--- config.mk ---
export PLATFORM = sky130hd
export DESIGN_NAME = pwm_bank
export DESIGN_NICKNAME = d
export VERILOG_FILES = /design/src/rtl/pwm_pkg.sv /design/src/rtl/pwm_regs.sv /design/src/rtl/pwm_timebase.sv /design/src/rtl/pwm_channel.sv /design/src/rtl/pwm_bank.sv
export SDC_FILE = /design/constraint.sdc
export NUM_CORES = 2
export LEC_CHECK = 0
export BUFFER_PORTS_ARGS = -buffer_cell sky130_fd_sc_hd__buf_4
export CAP_MARGIN = 20
export CORE_ASPECT_RATIO = 0.9
export CORE_UTILIZATION = 48
export DETAILED_ROUTE_END_ITERATION = 8
export GPL_TIMING_DRIVEN = 0
export PLACE_DENSITY = 0.62
export SLEW_MARGIN = 20
export SYNTH_ARGS = -nofsm -noshare
export SYNTH_HDL_FRONTEND = slang
export SYNTH_SLANG_ARGS = --single-unit
--- constraint.sdc ---
create_clock -name clk -period 4.2 [get_ports clk]
set_input_delay 0.21 -clock clk [delete_from_list [all_inputs] [get_ports clk]]
set_output_delay 0.21 -clock clk [all_outputs]
set_load 0.01 [all_outputs]
--- src/rtl/pwm_pkg.sv ---
// Package: shared register word map and decode kinds for the PWM bank.
// Assumes word addressing (byte address / 4) on the register interface.
package pwm_pkg;
    localparam int WORD_PERIOD  = 0;
    localparam int WORD_CTRL    = 1;
    localparam int WORD_INVERT  = 2;
    localparam int WORD_CH_BASE = 4;

    typedef enum logic [2:0] {
        DEC_NONE,
        DEC_PERIOD,
        DEC_CTRL,
        DEC_INVERT,
        DEC_START,
        DEC_STOP
    } reg_kind_e;
endpackage

--- src/rtl/pwm_regs.sv ---
// Register file: decodes word addresses, holds period, sync bit, invert mask
// and the written (staged) edge values of every channel.
// Assumes CNT_W <= 32, NCH <= 32 and enough address bits for 4 + 2*NCH words.
module pwm_regs #(
    parameter int NCH    = 16,
    parameter int CNT_W  = 16,
    parameter int ADDR_W = 8
) (
    input  logic                       clk,
    input  logic                       rst_n,
    input  logic                       psel,
    input  logic                       penable,
    input  logic                       pwrite,
    input  logic [ADDR_W-1:0]          paddr,
    input  logic [31:0]                pwdata,
    output logic [31:0]                prdata,
    output logic [CNT_W-1:0]           period,
    output logic                       sync_en,
    output logic [NCH-1:0]             invert,
    output logic [NCH-1:0][CNT_W-1:0]  start_stage,
    output logic [NCH-1:0][CNT_W-1:0]  stop_stage
);
    import pwm_pkg::*;

    localparam int WORD_W = ADDR_W - 2;
    localparam int CH_W   = (NCH > 1) ? $clog2(NCH) : 1;
    localparam logic [WORD_W-1:0] W_PERIOD = WORD_W'(WORD_PERIOD);
    localparam logic [WORD_W-1:0] W_CTRL   = WORD_W'(WORD_CTRL);
    localparam logic [WORD_W-1:0] W_INVERT = WORD_W'(WORD_INVERT);
    localparam logic [WORD_W-1:0] W_BASE   = WORD_W'(WORD_CH_BASE);
    localparam logic [WORD_W-1:0] W_END    = WORD_W'(WORD_CH_BASE + 2 * NCH);

    logic [WORD_W-1:0] word;
    logic [WORD_W-1:0] ch_off;
    logic [CH_W-1:0]   ch;
    reg_kind_e         kind;
    logic              wr;
    logic              unused_bus;

    assign word       = paddr[ADDR_W-1:2];
    assign ch_off     = word - W_BASE;
    assign wr         = psel && penable && pwrite;
    assign unused_bus = ^{paddr[1:0], pwdata};

    // Classify the addressed word and pick the channel it belongs to.
    always_comb begin
        kind = DEC_NONE;
        ch   = ch_off[CH_W:1];
        if (word == W_PERIOD)                      kind = DEC_PERIOD;
        else if (word == W_CTRL)                   kind = DEC_CTRL;
        else if (word == W_INVERT)                 kind = DEC_INVERT;
        else if (word >= W_BASE && word < W_END)   kind = ch_off[0] ? DEC_STOP : DEC_START;
    end

    // Store register writes; reset puts the period at its maximum.
    always_ff @(posedge clk) begin
        if (!rst_n) begin
            period      <= '1;
            sync_en     <= 1'b0;
            invert      <= '0;
            start_stage <= '0;
            stop_stage  <= '0;
        end else if (wr) begin
            case (kind)
                DEC_PERIOD: period          <= pwdata[CNT_W-1:0];
                DEC_CTRL:   sync_en         <= pwdata[0];
                DEC_INVERT: invert          <= pwdata[NCH-1:0];
                DEC_START:  start_stage[ch] <= pwdata[CNT_W-1:0];
                DEC_STOP:   stop_stage[ch]  <= pwdata[CNT_W-1:0];
                default: ;
            endcase
        end
    end

    // Return the addressed field, zero above it and for unmapped words.
    always_comb begin
        prdata = '0;
        case (kind)
            DEC_PERIOD: prdata[CNT_W-1:0] = period;
            DEC_CTRL:   prdata[0]         = sync_en;
            DEC_INVERT: prdata[NCH-1:0]   = invert;
            DEC_START:  prdata[CNT_W-1:0] = start_stage[ch];
            DEC_STOP:   prdata[CNT_W-1:0] = stop_stage[ch];
            default: ;
        endcase
    end

    assert_period_write_R2: assert property (@(posedge clk) disable iff (!rst_n)
        (wr && kind == DEC_PERIOD) |=> period == $past(pwdata[CNT_W-1:0]));

    assert_sync_write_R8: assert property (@(posedge clk) disable iff (!rst_n)
        (wr && kind == DEC_CTRL) |=> sync_en == $past(pwdata[0]));
endmodule

--- src/rtl/pwm_timebase.sv ---
// Shared period counter: counts from 0 to the period value and wraps.
// Assumes the period may change at any time; a count above it wraps at once.
module pwm_timebase #(
    parameter int CNT_W = 16
) (
    input  logic             clk,
    input  logic             rst_n,
    input  logic [CNT_W-1:0] period,
    output logic [CNT_W-1:0] count,
    output logic             wrap
);
    assign wrap = (count >= period);

    // Advance the count, returning to zero on the wrap cycle.
    always_ff @(posedge clk) begin
        if (!rst_n)    count <= '0;
        else if (wrap) count <= '0;
        else           count <= count + 1'b1;
    end

    assert_wrap_to_zero_R3: assert property (@(posedge clk) disable iff (!rst_n)
        wrap |=> count == '0);

    assert_count_bound_R3: assert property (@(posedge clk) disable iff (!rst_n)
        1'b1 |=> count <= $past(period));
endmodule

--- src/rtl/pwm_channel.sv ---
// One output channel. HAS_BUF adds active copies of both edges that reload
// on wrap while sync is set; IS_DENSITY swaps the edge comparator for a
// first-order accumulator whose carry is the output.
// Assumes staged edges come straight from the register file.
module pwm_channel #(
    parameter int CNT_W      = 16,
    parameter bit HAS_BUF    = 1'b0,
    parameter bit IS_DENSITY = 1'b0
) (
    input  logic             clk,
    input  logic             rst_n,
    input  logic [CNT_W-1:0] count,
    input  logic             wrap,
    input  logic             sync_en,
    input  logic             invert,
    input  logic [CNT_W-1:0] start_stage,
    input  logic [CNT_W-1:0] stop_stage,
    output logic             pwm_o
);
    logic [CNT_W-1:0] start_eff;
    logic [CNT_W-1:0] stop_eff;
    logic             raw;

    generate
        if (HAS_BUF) begin : g_buf
            logic [CNT_W-1:0] start_act;
            logic [CNT_W-1:0] stop_act;

            // Reload active edges on wrap in sync mode, every cycle otherwise.
            always_ff @(posedge clk) begin
                if (!rst_n) begin
                    start_act <= '0;
                    stop_act  <= '0;
                end else if (!sync_en || wrap) begin
                    start_act <= start_stage;
                    stop_act  <= stop_stage;
                end
            end

            assign start_eff = sync_en ? start_act : start_stage;
            assign stop_eff  = sync_en ? stop_act  : stop_stage;

            assert_hold_until_wrap_R7: assert property (@(posedge clk) disable iff (!rst_n)
                (sync_en && !wrap) |=> ($stable(start_act) && $stable(stop_act)));

            assert_load_at_wrap_R7: assert property (@(posedge clk) disable iff (!rst_n)
                (sync_en && wrap) |=> (start_act == $past(start_stage) && stop_act == $past(stop_stage)));

            assert_track_when_async_R8: assert property (@(posedge clk) disable iff (!rst_n)
                !sync_en |=> (start_act == $past(start_stage) && stop_act == $past(stop_stage)));
        end else begin : g_direct
            logic unused_sync;
            assign unused_sync = sync_en ^ wrap;
            assign start_eff   = start_stage;
            assign stop_eff    = stop_stage;
        end

        if (IS_DENSITY) begin : g_density
            logic [CNT_W-1:0] acc;
            logic             carry_q;
            logic [CNT_W:0]   sum;
            logic             unused_pwm;

            assign sum        = {1'b0, acc} + {1'b0, start_eff};
            assign unused_pwm = ^{count, stop_eff};

            // Accumulate the density value and register the carry out.
            always_ff @(posedge clk) begin
                if (!rst_n) begin
                    acc     <= '0;
                    carry_q <= 1'b0;
                end else begin
                    acc     <= sum[CNT_W-1:0];
                    carry_q <= sum[CNT_W];
                end
            end

            assign raw = carry_q;

            assert_density_zero_R9: assert property (@(posedge clk) disable iff (!rst_n)
                (start_eff == '0) |=> !carry_q);
        end else begin : g_pwm
            assign raw = (count >= start_eff) && (count < stop_eff);

            assert_empty_window_R4: assert property (@(posedge clk) disable iff (!rst_n)
                (start_eff >= stop_eff) |-> !raw);
        end
    endgenerate

    assign pwm_o = raw ^ invert;

    assert_invert_R5: assert property (@(posedge clk) disable iff (!rst_n)
        invert |-> (pwm_o != raw));
endmodule

--- src/rtl/pwm_bank.sv ---
// Top level: register file, shared time base and NCH channels whose
// buffering and density variants come from the two build-time masks.
// Assumes a single clock domain and synchronous active-low reset.
module pwm_bank #(
    parameter int             NCH          = 16,
    parameter int             CNT_W        = 16,
    parameter int             ADDR_W       = 8,
    parameter logic [NCH-1:0] BUF_MASK     = '0,
    parameter logic [NCH-1:0] DENSITY_MASK = '0
) (
    input  logic              clk,
    input  logic              rst_n,
    input  logic              psel,
    input  logic              penable,
    input  logic              pwrite,
    input  logic [ADDR_W-1:0] paddr,
    input  logic [31:0]       pwdata,
    output logic [31:0]       prdata,
    output logic [NCH-1:0]    pwm_out
);
    logic [CNT_W-1:0]          period;
    logic                      sync_en;
    logic [NCH-1:0]            invert;
    logic [NCH-1:0][CNT_W-1:0] start_stage;
    logic [NCH-1:0][CNT_W-1:0] stop_stage;
    logic [CNT_W-1:0]          count;
    logic                      wrap;

    pwm_regs #(.NCH(NCH), .CNT_W(CNT_W), .ADDR_W(ADDR_W)) u_regs (
        .clk(clk), .rst_n(rst_n), .psel(psel), .penable(penable),
        .pwrite(pwrite), .paddr(paddr), .pwdata(pwdata), .prdata(prdata),
        .period(period), .sync_en(sync_en), .invert(invert),
        .start_stage(start_stage), .stop_stage(stop_stage)
    );

    pwm_timebase #(.CNT_W(CNT_W)) u_timebase (
        .clk(clk), .rst_n(rst_n), .period(period), .count(count), .wrap(wrap)
    );

    generate
        for (genvar c = 0; c < NCH; c++) begin : g_ch
            pwm_channel #(
                .CNT_W(CNT_W), .HAS_BUF(BUF_MASK[c]), .IS_DENSITY(DENSITY_MASK[c])
            ) u_ch (
                .clk(clk), .rst_n(rst_n), .count(count), .wrap(wrap),
                .sync_en(sync_en), .invert(invert[c]),
                .start_stage(start_stage[c]), .stop_stage(stop_stage[c]),
                .pwm_o(pwm_out[c])
            );
        end
    endgenerate
endmodule

======== After elaboration in Yosys (flattened, before gate mapping) ========
Index checks and enable logic that the tools add are counted.
storage, ports and cells
  register bits after elaboration ......... 561
  latch bits .............................. 0
  RAM bits ................................ 0
  ROM bits ................................ 0
  bits of input ports ..................... 45
  output and inout bits ................... 48
  logic and storage cells ................. 141
  memories kept ........................... 0
operators by class
  add/sub/neg operators ................... 2
  $mul .................................... 0
  divide/modulo/power cells ............... 0
  $lt $le $gt $ge ......................... 37
  eq/ne operators ......................... 7
  shift operators ......................... 0
  mux-type cells .......................... 15
  bitwise operators ....................... 17
  reductions and logical operators ........ 27
operator list
  cell                                                                    number
  256-bit bitwise mux                                                     2
  16-bit >= comparator                                                    17
  16-bit < comparator                                                     16
  16-bit binary-select mux with 4-bit select                              2
  16-bit demux with 4-bit select                                          1
  15-bit one-hot mux with 4 select lines                                  1
  16-bit two-way mux                                                      3
  1-bit logical AND                                                       20
  16-bit by 1-bit adder with 16-bit output (second input constant)        1
  1-bit XOR                                                               16
  3-bit two-way mux                                                       4
  2-bit AND reduction                                                     5
  3-bit by 2-bit equality test with 1-bit output (second input constant)  2
  3-bit equality test (second input constant)                             2
  6-bit by 1-bit equality test with 1-bit output (second input constant)  1
  6-bit by 2-bit equality test with 1-bit output (second input constant)  1
  6-bit by 3-bit >= comparator with 1-bit output (second input constant)  1
  6-bit zero test                                                         1
  6-bit < comparator (second input constant)                              1
  4-bit by 5-bit < comparator with 1-bit output (second input constant)   1
  1-bit one-hot mux with 5 select lines                                   1
  5-bit by 3-bit subtractor with 5-bit output (second input constant)     1
  4-bit by 1-bit >= comparator with 1-bit output (second input constant)  1
  3-bit by 1-bit equality test with 1-bit output (second input constant)  1
  3 further kinds                                                         3

======== Depth between registers and ports, before layout ========
  depth after elaboration ................. 8
  depth in mapped cells ................... 13
  mapped depth without buffers ............ 8

======== Modules after synthesis ========
A second synthesis with hierarchy kept.
second synthesis, totals
  cell total of the unflattened synthesis .. 4685
  area total of the unflattened synthesis .. 39857.0 µm²
by module, submodules not included
  module        instances  cells an instance  area an instance (µm²)  seq. area each (µm²)
  pwm_regs      1          2845               26238.9                 10910.5
  pwm_channel   16         107                779.5                   0.0
  pwm_timebase  1          128                1146.1                  320.3

======== Least setup slack after synthesis ========
OpenSTA, ideal clock, no wires.
  kind .................................... in2out
  from .................................... in paddr[4]
  to ...................................... out prdata[10]
  data arrival time ....................... 3032 ps
  data required time ...................... 3990 ps
  setup slack ............................. 958 ps
  stages .................................. 9
  buffers on the path ..................... 3
  path through ............................ clkbuf_1 clkinv_1 buf_1 ha_1 xor2_1 buf_4 mux4_2 inv_1 o221ai_1
on the way
  longest elaborated chain between the ends .. 8
  elaborated cells between the ends (all ways) .. 20
  those cells by class .................... add/sub (1); order compare (2); eq/ne (6); mux (9); reduce/logical (2)
ends and longest elaborated chain
  item                                                                                         line            text
  start, declared                                                                              pwm_bank.sv:16  input logic [ADDR_W-1:0] paddr,
  6-bit by 3-bit >= comparator with 1-bit output / 6-bit < comparator (equally long branches)  pwm_regs.sv:52  else if (word >= W_BASE && word < W_END) kind = ch_off[0] ? DEC_STOP : DEC_START;
  1-bit logical AND                                                                            pwm_regs.sv:52
  3-bit two-way mux                                                                            pwm_regs.sv:52
  3-bit two-way mux                                                                            pwm_regs.sv:51  else if (word == W_INVERT) kind = DEC_INVERT;
  3-bit two-way mux                                                                            pwm_regs.sv:50  else if (word == W_CTRL) kind = DEC_CTRL;
  3-bit two-way mux                                                                            pwm_regs.sv:49  if (word == W_PERIOD) kind = DEC_PERIOD;
  3-bit equality test (tied with other cells)                                                  pwm_regs.sv:78  case (kind)
  15-bit one-hot mux with 4 select lines (*)                                                   pwm_regs.sv:78
  end, declared                                                                                pwm_bank.sv:18  output logic [31:0] prdata,
Every way passes the cells marked *; elsewhere a longest branch is shown, timed or not. The select of a mux whose other input is x is not followed.

======== Final worst setup path ========
  from .................................... reg u_timebase.count[2]
  to ...................................... out pwm_out[9]
on the way
  longest elaborated chain between the ends .. 3
  elaborated cells between the ends (all ways) .. 4
  those cells by class .................... order compare (2); bitwise (1); reduce/logical (1)
ends and longest elaborated chain
  item                                                                line                text
  start, declared                                                     pwm_timebase.sv:9   output logic [CNT_W-1:0] count,
  start signal, assigned                                              pwm_timebase.sv:18  else count <= count + 1'b1;
  16-bit >= comparator / 16-bit < comparator (equally long branches)  pwm_channel.sv:83   assign raw = (count >= start_eff) && (count < stop_eff);
  1-bit logical AND (*)                                               pwm_channel.sv:83
  1-bit XOR (*)                                                       pwm_channel.sv:90   assign pwm_o = raw ^ invert;
  end, declared                                                       pwm_bank.sv:19      output logic [NCH-1:0] pwm_out
Every way passes the cells marked *; elsewhere a longest branch is shown, timed or not.

==> impl_results.rst <==
.. list-table::
   :header-rows: 1

   * - Metric
     - Value
   * - Internal power of the cells
     - 0.00940 W
   * - Number of cells produced by synthesis
     - slightly above 4000
   * - Slew at the pin closest to its max-slew limit
     - approximately 1.3 ns
   * - Master cell of the clock root buffer
     - sky130_fd_sc_hd__clkbuf_16
   * - Final setup fails
     - 1
   * - Number of antenna violations at the first check in global routing
     - 6
   * - Critical path peak fanout
     - 37
   * - Crit path launch type
     - register
   * - Commonest cells after routing, fill and taps aside
     - sky130_fd_sc_hd__dfxtp_1, sky130_fd_sc_hd__inv_1, sky130_fd_sc_hd__ha_1, sky130_fd_sc_hd__o21ai_0, sky130_fd_sc_hd__nand3_1
   * - Required arrival time at the worst endpoint
     - around 4 ns
   * - Post-Route Utilization
     - 0.552
   * - Worst-case clock buffer depth
     - 3
   * - Type of the most critical hold path
     - in2reg
   * - Clock latency of the later-clocked register in the worst-skew pair
     - slightly above 0.6 ns
   * - Final weighted congestion in routability-driven placement
     - slightly above 1
   * - Clock Power Share
     - 0.485
   * - CTS tree
     - yes
   * - Area delta synth->final
     - 12.7%
   * - GRT Residual Overflow
     - 0
   * - Post-route clock period utilization
     - 1.00
   * - Clock Pin Slew Worst Setup and Hold Paths
     - about 0.060 ns
   * - Synthesized area divided by synthesized cell count
     - just under 9 sq um
   * - PD cells
     - between 300 and 400 nW/um^2
   * - Final number of max-transition violations
     - 0
   * - Fillcell total
     - 6791
   * - Number of top-level pins
     - 93
   * - IR Drop Worst-Case VDD
     - between 0.2 and 0.3 mV
   * - Warnings from Yosys
     - 0
   * - Routed Antenna Nets
     - 0
   * - Reported leakage power
     - 16.3 nW
   * - Chain of cells forming the critical path
     - ha_1 > a21oi_1 > a21oi_1 > o21ai_0 > nand4_1 > xnor2_1 > buf_4 > buf_4
   * - Arrival time at the worst endpoint
     - approximately 4.0 ns
   * - Count of max-cap constraint violations
     - 0
   * - Proportion of total power due to net switching
     - 0.260
   * - CTS Buf Count
     - 67
   * - Worst-case clock skew
     - roughly 0.022 ns
   * - Largest net degree at the start of global routing
     - 38
   * - Effective utilization at floorplan
     - 0.489
   * - Power share of the sequential group
     - 0.422
   * - Via count of the first global-routing pass
     - ~30000
   * - First-pass GRT wire length
     - 202000 um
   * - Total wire length
     - about 140000 um
   * - Sequential-to-total area share from yosys stat
     - 0.311
   * - Synth async-reset ratio
     - 0
   * - Critical-path cell with the highest stage delay
     - sky130_fd_sc_hd__o21ai_0
   * - Violated checks
     - setup timing
   * - Fraction of final layout cells sized beyond drive strength 1
     - 0.109
   * - Die Outline Area
     - about 76000 sq um
   * - Vias per std cell
     - approximately 6.3
   * - Core ar.
     - 73700 sq um
   * - Buffers and inverters on the worst path
     - 2
   * - Post-layout minimum cycle time
     - approximately 4.2 ns
   * - Iter 0 DRT Violations
     - ~4200
   * - Routed wire per std cell
     - approximately 27 um
   * - Worst path max stage delay
     - 0.99 ns
   * - Net count, final
     - 4844
   * - Number of unique standard cell types used by synthesis
     - 59
   * - All-Layer GR Usage
     - 0.363
   * - Switching power
     - 0.00331 W
   * - Floorplan row count
     - 94
   * - Design Power
     - about 0.013 W
   * - Total number of vias
     - 33156
   * - Worst Setup Slack, final
     - -0.00589 ns
   * - Number of buffers inserted by port buffering
     - between 50 and 60
   * - Flip-flop and latch count after synthesis
     - between 500 and 600
   * - Maximum clock frequency
     - between 200 and 250 MHz
   * - Placed standard-cell area
     - 38200 sq um
   * - Most common cell after layout, fill and taps aside
     - sky130_fd_sc_hd__dfxtp_1
   * - Sinks on Clock Net
     - between 500 and 600
   * - Unrepaired setup endpoints after global routing
     - no
   * - EDFF count, synth
     - 0
   * - Dpl hpwl
     - approximately 100000 um
   * - Largest delay contributor family on the critical path
     - compound AO/OA/AOI/OAI gates
   * - Post-Layout Inst Area
     - between 40000 and 50000 sq um
   * - H-tree depth
     - 3
   * - Dominant synthesized flop cell
     - sky130_fd_sc_hd__dfxtp_1
   * - Kind of end point of the critical path
     - output port
   * - Final hold violations
     - 0
   * - Width of the chip
     - 291 um
   * - Outcome
     - finished, violations left
   * - Worst rel slew slack
     - 0.124
   * - Drt first pass iters
     - 8
   * - Total DRC errors in the routed layout
     - 0
   * - Netlist area before placement
     - 36100 sq um
   * - Combinational cell fraction of total power
     - 0.093
   * - Crit Path Category
     - reg2out
   * - Vertical die dimension
     - roughly 260 um
==> state kept, by name, indices dropped and copies added (netlist names) <==
register,cells
u_regs.stop_stage,256
u_regs.period,16
u_regs.invert,16
u_regs.start_stage,256
u_regs.sync_en,1
u_timebase.count,16
==> kinds of logic after synthesis <==
logic type | after synthesis | synth area share
AOI/OAI and AO/OA | 897 | 0.145
other | 1 | 0.000104
adders and majority gates | 516 | 0.179
DFF | 561 | 0.311
muxes | 291 | 0.131
and+or+nand+nor | 1011 | 0.135
buffers and inverters | 801 | 0.0908
xor gates and xnor gates | 31 | 0.00753
==> worst min-delay path, cell delays in order <==
cell	delay, ns
sky130_fd_sc_hd__buf_4	0.15
sky130_fd_sc_hd__nand2_1	0.18
sky130_fd_sc_hd__o21ai_0	0.12
==> power by group through the flow <==
| stage | registers, W | logic, W | clock network, W |
|---|---|---|---|
| 6_report | 0.00537 | 0.00118 | 0.00617 |
| 5_1_grt | 0.00536 | 0.00123 | 0.00642 |
| 4_1_cts | 0.00536 | 0.00113 | 0.00618 |
| 3_5_place_dp | 0.00548 | 0.00111 | 0 |
| 3_3_place_gp | 0.00549 | 0.00110 | 0 |
| 2_1_floorplan | 0.00547 | 0.000632 | 0 |
==> final timing paths <==
| path | from | end | slack [ns] | cells past startpoint |
|---|---|---|---|---|
| max | u_timebase.count[2]$_SDFF_PP0_ | pwm_out[9] | -0.006 | 8 |
| min | rst_n | u_regs.stop_stage[124]$_SDFFE_PN0P_ | 0.12 | 3 |
| max reg2reg | u_timebase.count[0]$_SDFF_PP0_ | u_timebase.count[9]$_SDFF_PP0_ | 0.90 | 12 |
| min reg2reg | u_regs.start_stage[47]$_SDFFE_PN0P_ | u_regs.start_stage[47]$_SDFFE_PN0P_ | 0.46 | 2 |
==> synth_stat cells (all sizes together), types with 14 or more instances <==
cell type,instances,area (sq um)
xnor2,17,149
buf,126,736
a211oi,49,368
o211ai,34,255
o21ai,512,2560
a21boi,17,128
clkbuf,157,594
a211o,17,149
inv,517,1940
xor2,14,123
nand2,278,1060
mux2i,146,1460
ha,516,6460
o21bai,19,143
o221ai,20,175
a21oi,147,736
nand3,486,2430
nand4,69,432
dfxtp,561,11200
nand2b,26,163
nor2,76,285
o2111ai,19,166
mux4,144,3240
nor3,31,166
a222oi,15,150
==> timing repair <==
action                                  4_1_cts  5_1_grt
endpoints found under the hold margin        33        0
endpoints found under the setup margin       28        2
hold buffers                                 16        0
resized for setup                             4        1
buffers inserted                              4        0
==> cell type report <==
class / count / area [sq um] / share of cell area
Clock inverter: 23 / 243 / 0.00597
Buffer: 281 / 1330 / 0.0326
Inverter: 518 / 1950 / 0.0479
Sequential cell: 561 / 11300 / 0.278
Clock buffer: 97 / 2060 / 0.0506
Tap cell: 960 / 1200 / 0.0295
Antenna cell: 1 / 2.50 / 0.0000615
Multi-Input combinational cell: 2762 / 21700 / 0.533
Timing Repair Buffer: 92 / 932 / 0.0229
==> per-stage QoR <==
| step | hold slack [ns] | setup WS, ns | setup TNS [ns] | instances |
|---|---|---|---|---|
| after global placement | 0.445 | -1.75 | -336.20 | 5140 |
| after detailed placement | 0.452 | -0.404 | -42.73 | 5156 |
| after CTS | 0.0702 | 0.101 | 0 | 5295 |
| final | 0.116 | -0.00589 | -0.00589 | 5295 |
| after floorplan | 0.349 | 0.958 | 0 | 4124 |
| after global routing | 0.0976 | 0.0186 | 0 | 5295 |
==> routing by layer <==
metal,global-route usage,share of wire
met1,0.504,0.42
met4,0.154,0.048
met2,0.521,0.40
met5,0,0
met3,0.110,0.13
Note: power is estimated with default switching activity, not from simulation.
